### src/rtl/sdl_pkg.sv
package sdl_pkg;

    localparam int WORD_W = 16;
    localparam int LOW_W  = 14;
    localparam int CNT_W  = $clog2(WORD_W + 1);

    typedef logic [WORD_W-1:0] word_t;

    typedef enum logic {
        UPD_AUTO   = 1'b0,
        UPD_STROBE = 1'b1
    } upd_mode_e;

    typedef struct packed {
        logic fr_fall;
        logic sc_fall;
        logic ld_fall;
    } edge_s;

    function automatic word_t fmt_code(word_t w, logic low_res);
        word_t r;
        r = low_res ? word_t'(w >> (WORD_W - LOW_W)) : w;
        return r;
    endfunction

endpackage

### src/rtl/sdl_frame_ctrl.sv
module sdl_frame_ctrl
    import sdl_pkg::*;
(
    input  logic clk,
    input  logic rst,
    input  logic clr_n,
    input  logic frame_n,
    input  logic ser_clk,
    input  logic load_n,
    output logic shift_en,
    output logic ld_auto,
    output logic ld_strobe,
    output logic proto_err
);

    localparam logic [CNT_W-1:0] LAST_BIT = CNT_W'(WORD_W - 1);
    localparam logic [CNT_W-1:0] FULL_CNT = CNT_W'(WORD_W);

    logic            fr_q, sc_q, ld_q;
    edge_s           edg;
    logic [CNT_W-1:0] bit_cnt;
    logic            running;
    logic            pending;
    upd_mode_e       mode;

    always_comb begin
        edg.fr_fall = fr_q & ~frame_n;
        edg.sc_fall = sc_q & ~ser_clk;
        edg.ld_fall = ld_q & ~load_n;
    end

    assign shift_en  = running & ~frame_n & edg.sc_fall;
    assign ld_auto   = shift_en & (bit_cnt == LAST_BIT) & (mode == UPD_AUTO);
    assign ld_strobe = pending & edg.ld_fall;

    // Edge history, mode and error pulse: synchronous reset only
    always_ff @(posedge clk) begin
        if (rst) begin
            fr_q      <= 1'b1;
            sc_q      <= 1'b1;
            ld_q      <= 1'b1;
            mode      <= UPD_AUTO;
            proto_err <= 1'b0;
        end else begin
            fr_q      <= frame_n;
            sc_q      <= ser_clk;
            ld_q      <= load_n;
            proto_err <= edg.fr_fall & ~load_n & (mode == UPD_STROBE);
            if (edg.fr_fall)
                mode <= load_n ? UPD_STROBE : UPD_AUTO;
        end
    end

    // Bit counter and pending update: also cleared asynchronously
    always_ff @(posedge clk or negedge clr_n) begin
        if (!clr_n) begin
            bit_cnt <= '0;
            running <= 1'b0;
            pending <= 1'b0;
        end else if (rst) begin
            bit_cnt <= '0;
            running <= 1'b0;
            pending <= 1'b0;
        end else begin
            if (ld_strobe)
                pending <= 1'b0;
            if (edg.fr_fall) begin
                bit_cnt <= '0;
                running <= 1'b1;
                pending <= 1'b0;
            end else if (frame_n) begin
                running <= 1'b0;
            end else if (shift_en) begin
                bit_cnt <= bit_cnt + 1'b1;
                if (bit_cnt == LAST_BIT) begin
                    running <= 1'b0;
                    if (mode == UPD_STROBE)
                        pending <= 1'b1;
                end
            end
        end
    end


    full_count_hold_chk: assert property (@(posedge clk) disable iff (rst || !clr_n)
        (bit_cnt == FULL_CNT) && !edg.fr_fall |=> (bit_cnt == FULL_CNT));


    proto_err_cause_chk: assert property (@(posedge clk) disable iff (rst)
        proto_err |-> ($past(fr_q) && !$past(frame_n) && !$past(load_n)));

endmodule

### src/rtl/sdl_shifter.sv
module sdl_shifter
    import sdl_pkg::*;
(
    input  logic  clk,
    input  logic  rst,
    input  logic  shift_en,
    input  logic  ser_din,
    output word_t held_word,
    output word_t next_word
);

    word_t sr;

    assign next_word = {sr[WORD_W-2:0], ser_din};
    assign held_word = sr;

    always_ff @(posedge clk) begin
        if (rst)
            sr <= '0;
        else if (shift_en)
            sr <= next_word;
    end

endmodule

### src/rtl/sdl_latch.sv
module sdl_latch
    import sdl_pkg::*;
#(
    parameter int SETTLE_CYC = 500
) (
    input  logic  clk,
    input  logic  rst,
    input  logic  clr_n,
    input  logic  ld,
    input  word_t ld_word,
    input  logic  low_res,
    output word_t code,
    output logic  code_valid
);

    localparam int TMR_W = $clog2(SETTLE_CYC + 1);
    localparam logic [TMR_W-1:0] TMR_LOAD = TMR_W'(SETTLE_CYC);

    logic [TMR_W-1:0] tmr;

    always_ff @(posedge clk or negedge clr_n) begin
        if (!clr_n) begin
            code       <= '0;
            code_valid <= 1'b0;
            tmr        <= '0;
        end else if (rst) begin
            code       <= '0;
            code_valid <= 1'b0;
            tmr        <= '0;
        end else if (ld) begin
            code       <= fmt_code(ld_word, low_res);
            code_valid <= 1'b0;
            tmr        <= TMR_LOAD;
        end else if (tmr != '0) begin
            tmr <= tmr - 1'b1;
            if (tmr == TMR_W'(1))
                code_valid <= 1'b1;
        end
    end


    code_only_on_load_chk: assert property (@(posedge clk) disable iff (rst || !clr_n)
        !ld |=> $stable(code));


    low_res_top_zero_chk: assert property (@(posedge clk) disable iff (rst || !clr_n)
        (ld && low_res) |=> (code[WORD_W-1:LOW_W] == '0));


    valid_drop_chk: assert property (@(posedge clk) disable iff (rst || !clr_n)
        ld |=> !code_valid);


    clear_zero_chk: assert property (@(posedge clk) disable iff (rst)
        !clr_n |-> (code == '0 && !code_valid));

endmodule

### src/rtl/serial_dac_loader.sv
module serial_dac_loader
    import sdl_pkg::*;
#(
    parameter int SETTLE_CYC = 500
) (
    input  logic              clk,
    input  logic              rst,
    input  logic              clr_n,
    input  logic              low_res,
    input  logic              frame_n,
    input  logic              ser_clk,
    input  logic              ser_din,
    input  logic              load_n,
    output logic [WORD_W-1:0] dac_code,
    output logic              code_valid,
    output logic              proto_err
);

    logic  shift_en, ld_auto, ld_strobe;
    word_t held_word, next_word, ld_word;

    sdl_frame_ctrl u_ctrl (
        .clk       (clk),
        .rst       (rst),
        .clr_n     (clr_n),
        .frame_n   (frame_n),
        .ser_clk   (ser_clk),
        .load_n    (load_n),
        .shift_en  (shift_en),
        .ld_auto   (ld_auto),
        .ld_strobe (ld_strobe),
        .proto_err (proto_err)
    );

    sdl_shifter u_shift (
        .clk       (clk),
        .rst       (rst),
        .shift_en  (shift_en),
        .ser_din   (ser_din),
        .held_word (held_word),
        .next_word (next_word)
    );

    assign ld_word = ld_auto ? next_word : held_word;

    sdl_latch #(.SETTLE_CYC(SETTLE_CYC)) u_latch (
        .clk        (clk),
        .rst        (rst),
        .clr_n      (clr_n),
        .ld         (ld_auto | ld_strobe),
        .ld_word    (ld_word),
        .low_res    (low_res),
        .code       (dac_code),
        .code_valid (code_valid)
    );


    single_load_src_chk: assert property (@(posedge clk) disable iff (rst || !clr_n)
        !(ld_auto && ld_strobe));

endmodule

### config.mk
export PLATFORM = sky130hd
export DESIGN_NAME = serial_dac_loader
export DESIGN_NICKNAME = d
export VERILOG_FILES = /design/src/rtl/sdl_pkg.sv /design/src/rtl/sdl_frame_ctrl.sv /design/src/rtl/sdl_shifter.sv /design/src/rtl/sdl_latch.sv /design/src/rtl/serial_dac_loader.sv
export SDC_FILE = /design/constraint.sdc
export NUM_CORES = 1
export LEC_CHECK = 0
export BUFFER_PORTS_ARGS = -buffer_cell sky130_fd_sc_hd__buf_2
export CAP_MARGIN = 30
export CORE_ASPECT_RATIO = 1.1
export CORE_UTILIZATION = 60
export DETAILED_ROUTE_END_ITERATION = 8
export GPL_TIMING_DRIVEN = 0
export HOLD_SLACK_MARGIN = 0.15
export PLACE_DENSITY = 0.78
export SKIP_LAST_GASP = 1
export SLEW_MARGIN = 10
export SYNTH_ARGS = -nofsm -noshare
export SYNTH_HDL_FRONTEND = slang
export SYNTH_SLANG_ARGS = --single-unit
### constraint.sdc
create_clock -name clk -period 5.55 [get_ports clk]
set_input_delay 0.2775 -clock clk [delete_from_list [all_inputs] [get_ports clk]]
set_output_delay 0.2775 -clock clk [all_outputs]
set_load 0.01 [all_outputs]
* Word-level counts from Yosys, hierarchy flattened
Cells that the tools add are included. Widths: inputs -> output; s select.
Operators by class: bitwise logic cells 15, add/sub/neg operators 2, equality and inequality tests 3, reduce and logical (&&, ||, !) cells 10, mux-type cells 28
Operators with widths (count):
- $mux 16 | 4
- $mux 9 | 3
- $mux 5 | 4
- $mux 1 | 17
- $and 1x1->1 | 10
- $eq 9x1->1 const B | 1
- $reduce_bool 3->1 | 3
- $reduce_bool 9->1 | 1
- $sub 9x1->9 const B | 1
- $reduce_bool 4->1 | 2
- $reduce_and 2->1 | 3
- $add 5x1->5 const B | 1
- $eq 5x4->1 const B | 1
- $not 1->1 | 4
- $ne 3x2->1 const B | 1
- $reduce_bool 2->1 | 1
- $or 1x1->1 | 1
Word-level totals: register bits after elaboration 54, output and inout bits 18, word-level logic and storage cells 70, input port bits 8

* Depth between registers and ports, before layout
depth after elaboration 10, depth in mapped cells 8, mapped depth without buffers 7

* Hierarchy
From an unflattened synthesis, not the netlist that was laid out.
Unflattened totals: cell total of the unflattened synthesis 263, area, all modules 2825.2 µm²
By module, submodules not included:
- sdl_latch | area each 1337.5 µm², cells each 124, instances 1, seq. area each 650.6 µm²
- sdl_shifter | area each 700.7 µm², cells each 68, instances 1, seq. area each 320.3 µm²
- sdl_frame_ctrl | area each 535.5 µm², cells each 52, instances 1, seq. area each 275.3 µm²
- serial_dac_loader | area each 251.5 µm², cells each 19, instances 1, seq. area each 0.0 µm²

* Worst setup path before layout
OpenSTA, ideal clock, no wires.
path kind flip-flop to flip-flop, start register u_ctrl.bit_cnt[0], end register u_latch.code[3], arrival 2115 ps, path slack 3314 ps, path buffers 1, stages on the path, launching flop included 9, data required time 5429 ps, setup time 121 ps, cell sequence dfrtp_1 > ha_1 > and3_1 > ha_1 > and2b_2 > nand2_8 > buf_8 > mux4_2 > a22o_1
Between the ends: cells in the longest elaborated chain, start to end 7, elaborated cells on any way between the ends 9, those cells by class 1 x eq/ne; 4 x mux; 3 x bitwise; 1 x reduce/logical
RTL lines:
- from (decl) | line sdl_frame_ctrl.sv:21 | logic [CNT_W-1:0] bit_cnt;
- from (signal assigned) | line sdl_frame_ctrl.sv:74 | bit_cnt <= bit_cnt + 1'b1;
- $eq 5x4->1 * | line sdl_frame_ctrl.sv:33 | assign ld_auto = shift_en & (bit_cnt == LAST_BIT) & (mode == UPD_AUTO);
- $and 1x1->1 * (2 in a row) | line sdl_frame_ctrl.sv:33
- $mux 16 | line serial_dac_loader.sv:44 | assign ld_word = ld_auto ? next_word : held_word;
- $mux 16 | line sdl_pkg.sv:22 | r = low_res ? word_t'(w >> (WORD_W - LOW_W)) : w;
- $mux 16 | line sdl_latch.sv:30 | end else if (ld) begin
- $mux 16 | line sdl_latch.sv:26 | end else if (rst) begin
- to (signal assigned) | line sdl_latch.sv:31 | code <= fmt_code(ld_word, low_res);
- to (decl) | line sdl_latch.sv:12 | output word_t code,
Mark *: on every way between the ends. The rest lies on a longest branch, timed or not. The select of a mux whose other input is x is not followed. A chain may end at the register's enable or synchronous reset.

* Final worst setup path
start register u_ctrl.bit_cnt[0], end register u_latch.code[11]
The elaborated chain is that of the path after synthesis.

==> impl_metrics.ini <==
[clock_network]
clock-root-buffer = clkbuf_8
cts-resized-gates = 0
cts_max_level = 2
cts_hold_buffers = 1
path_clk_slew_ns = 0.09
tritoncts = yes
clockBufferDepth = 2
cts_buffers = 5
clk_latency_ns = 0.30
post-cts-setup-buffers = 0
cts.sinks = 54

[route]
first_pass_iters = 4
via_per_inst = 5.83
routed-via-count = 1948
drc = 0
drt_iter0_markers = 141
wl_per_cell_microns = 14.6
postRouteAntennaNets = 0
wirelength_microns = 4890

[die]
start_util_pct = 64.2
core_area_sq_um = 4080
io_pins = 26
num_rows = 24
dieArea_sq_um = 4640
die_w_microns = 65.0
fp.dieH_microns = 71.3

[sta]
tightestPinTransition_ns = 0.708
grt_setup_unrepaired = no
drv_slew = 0
relSlewSlack_pct = 52.8
max_freq_ghz = 0.409
setup_tns_ns = 0
min_period_over_period_pct = 44.0
setup_viol = 0
skew_ns = 0.00559
period_needed_ns = 2.44
holdWs_ns = 0.177
final-hold-violation-count = 0

[global_route]
grt_max_degree = 34
grt_pass1_vias = 1779
antenna_found_initial = 0
gr-total-overflow = 0
grt_pass1_wl_microns = 8340
grt_usage_pct = 23.2

[setup_path]
start_kind = flip-flop
cp.required_ns = 5.74
crit_fanout = 10
worst_path_max_delay_cell = dfrtp_1
crit_top_cell = ha_1
slowest_delay_ns = 0.42
end_kind = flip-flop
cp_cell_sequence = ha_1, and3_1, ha_1, and2b_2, a21oi_1, nor2_1, buf_2, a22o_1
crit_buf_inv = 1
cpLargestDelayFamily = simple AND/OR/NAND/NOR gates
cp.arrival_ns = 2.64
critPathKind = flip-flop to flip-flop

[placement]
port-buffer-count = 25
placed_area_sq_um = 2810
globalplace.congestion = 0.780
dp.cells = 325
hpwl_microns = 3510

[synth]
yosys_register_bits = 54
syn-cell-area_sq_um = 2620
synth-async-reset-ratio_pct = 61.1
ys.flop_type = dfrtp_1
synth_top_area_share_pct = 31.5
syn_area_per_cell_sq_um = 10.6
synthesis.nets = 261
yosysSeqAreaShare_pct = 47.5
syn_inst = 248
synth_edf_count = 0
synth_area_leaders = dfrtp_1 32%, dfxtp_1 16%, mux4_2 9.5%, nand2_1 5.9%, a21oi_1 4.4%
yosys.cell_types.count = 47
synth_area_leader_cell = dfrtp_1
yosysWarningCount = 0

[finish]
drive_gt1_share_pct = 22.7
num_antenna_cells = 0
syn_to_final_growth_pct = 11.8
final_cells = 334
postLayoutCoreUtil_pct = 71.8
multi_input_area_sq_um = 1270
fin_area_sq_um = 2930
nets = 294
seqCellArea_sq_um = 1250
nFillCells = 311

[power]
leakage_nw = 1.29
vdd_drop_max_mv = 0.158
p_per_area_nw_per_um2 = 319

[status]
status = complete, no violations

[flow_run]
cap_violations = 0

[worst_hold_path]
min_path_type = input port to flip-flop
-- worst paths after layout --
path / startpoint / to / slack (ns) / cells after the start
worst max-delay path: u_ctrl.bit_cnt[0] / u_latch.code[11] / 3.11 / 8
worst min-delay path: load_n / u_ctrl.proto_err / 0.18 / 2
worst max register to register: u_ctrl.bit_cnt[0] / u_latch.code[11] / 3.11 / 8
worst min register to register: u_ctrl.fr_q / u_ctrl.proto_err / 0.46 / 2
max in group asynchronous: clr_n / u_latch.code[11] / 4.55 / 2
min in group asynchronous: clr_n / u_latch.code[12] / 0.56 / 2
-- stage by stage --
stage / worst slack (ns) / total power [mW]
3_3_place_gp: 3.14 / 0.690
3_5_place_dp: 3.13 / 0.699
4_1_cts: 3.10 / 0.943
2_1_floorplan: 3.31 / 0.650
5_1_grt: 2.96 / 0.997
6_report: 3.11 / 0.936
-- registers in the layout (all words and copies together) (netlist names) --
register,count
u_latch.code,16
u_shift.held_word,16
u_latch.tmr,9
u_ctrl.bit_cnt,5
u_ctrl.fr_q,1
u_ctrl.ld_q,1
u_ctrl.mode,1
u_ctrl.pending,1
u_ctrl.proto_err,1
u_ctrl.running,1
u_ctrl.sc_q,1
u_latch.code_valid,1
-- area by class of cell --
cell class | instances | area share (%)
Multi-Input combinational cell | 173 | 43.2
Sequential cell | 54 | 42.5
Timing Repair Buffer | 26 | 4.61
Clock buffer | 8 | 3.76
Buffer | 14 | 2.82
Tap cell | 52 | 2.22
Inverter | 7 | 0.896
-- routing by layer --
metal | GRT usage, % | routed length [microns] | up-vias
li1 | - | - | 950
met5 | 0 | 0 | -
met1 | 32.9 | 2310 | 929
met4 | 8.45 | 55 | 0
met2 | 36.2 | 2240 | 62
met3 | 3.82 | 289 | 7
-- worst register-to-register path, stage by stage, from the launching register on --
cell	delay, ns
dfrtp_1	0.42
ha_1	0.22
and3_1	0.19
ha_1	0.21
and2b_2	0.26
a21oi_1	0.41
nor2_1	0.19
buf_2	0.22
a22o_1	0.21
-- synthesized netlist by cell type (3+ instances only) --
cell      count
inv_1         6
a21oi_1      23
xnor2_1       5
o21ai_0       9
clkbuf_1      8
nand2b_1      3
dfrtp_1      33
nor2_1       15
a22o_1       12
xor2_1        5
a32o_1        4
or2_2         5
nor3_1        4
nand3_1       3
mux4_2       11
dfxtp_1      21
nand2_1      41
buf_2         3
ha_1          5
-- cells in the final DEF (no fill, tap or decap), drive strengths merged, types with 2 or more instances in the layout --
master	count
a21oi	23
or2	5
dfrtp	33
ha	5
a22o	12
nand2	42
nor3	5
inv	6
a32o	4
clkbuf	16
dfxtp	21
buf	31
xnor2	5
nor2	15
nand2b	4
or3	2
xor2	5
and2b	2
nand3	3
o21ai	9
mux4	12
mux2	2
a31oi	2
a211oi	2
-- logic make-up after synthesis --
logic type      synth area share [%]
simple gates                    17.1
compound gates                  13.7
flops                           47.5
buf+inv                         4.15
mux                             11.7
xor+xnor                        3.34
fa+ha+maj                       2.39
-- power breakdown --
group	total [mW]	leakage, nW	switching [mW]	internal, mW
logic	0.233	0.605	0.119	0.115
clock network	0.248	0.0575	0.122	0.126
registers	0.455	0.623	0.0325	0.423
(Power assumes the default switching activity.)
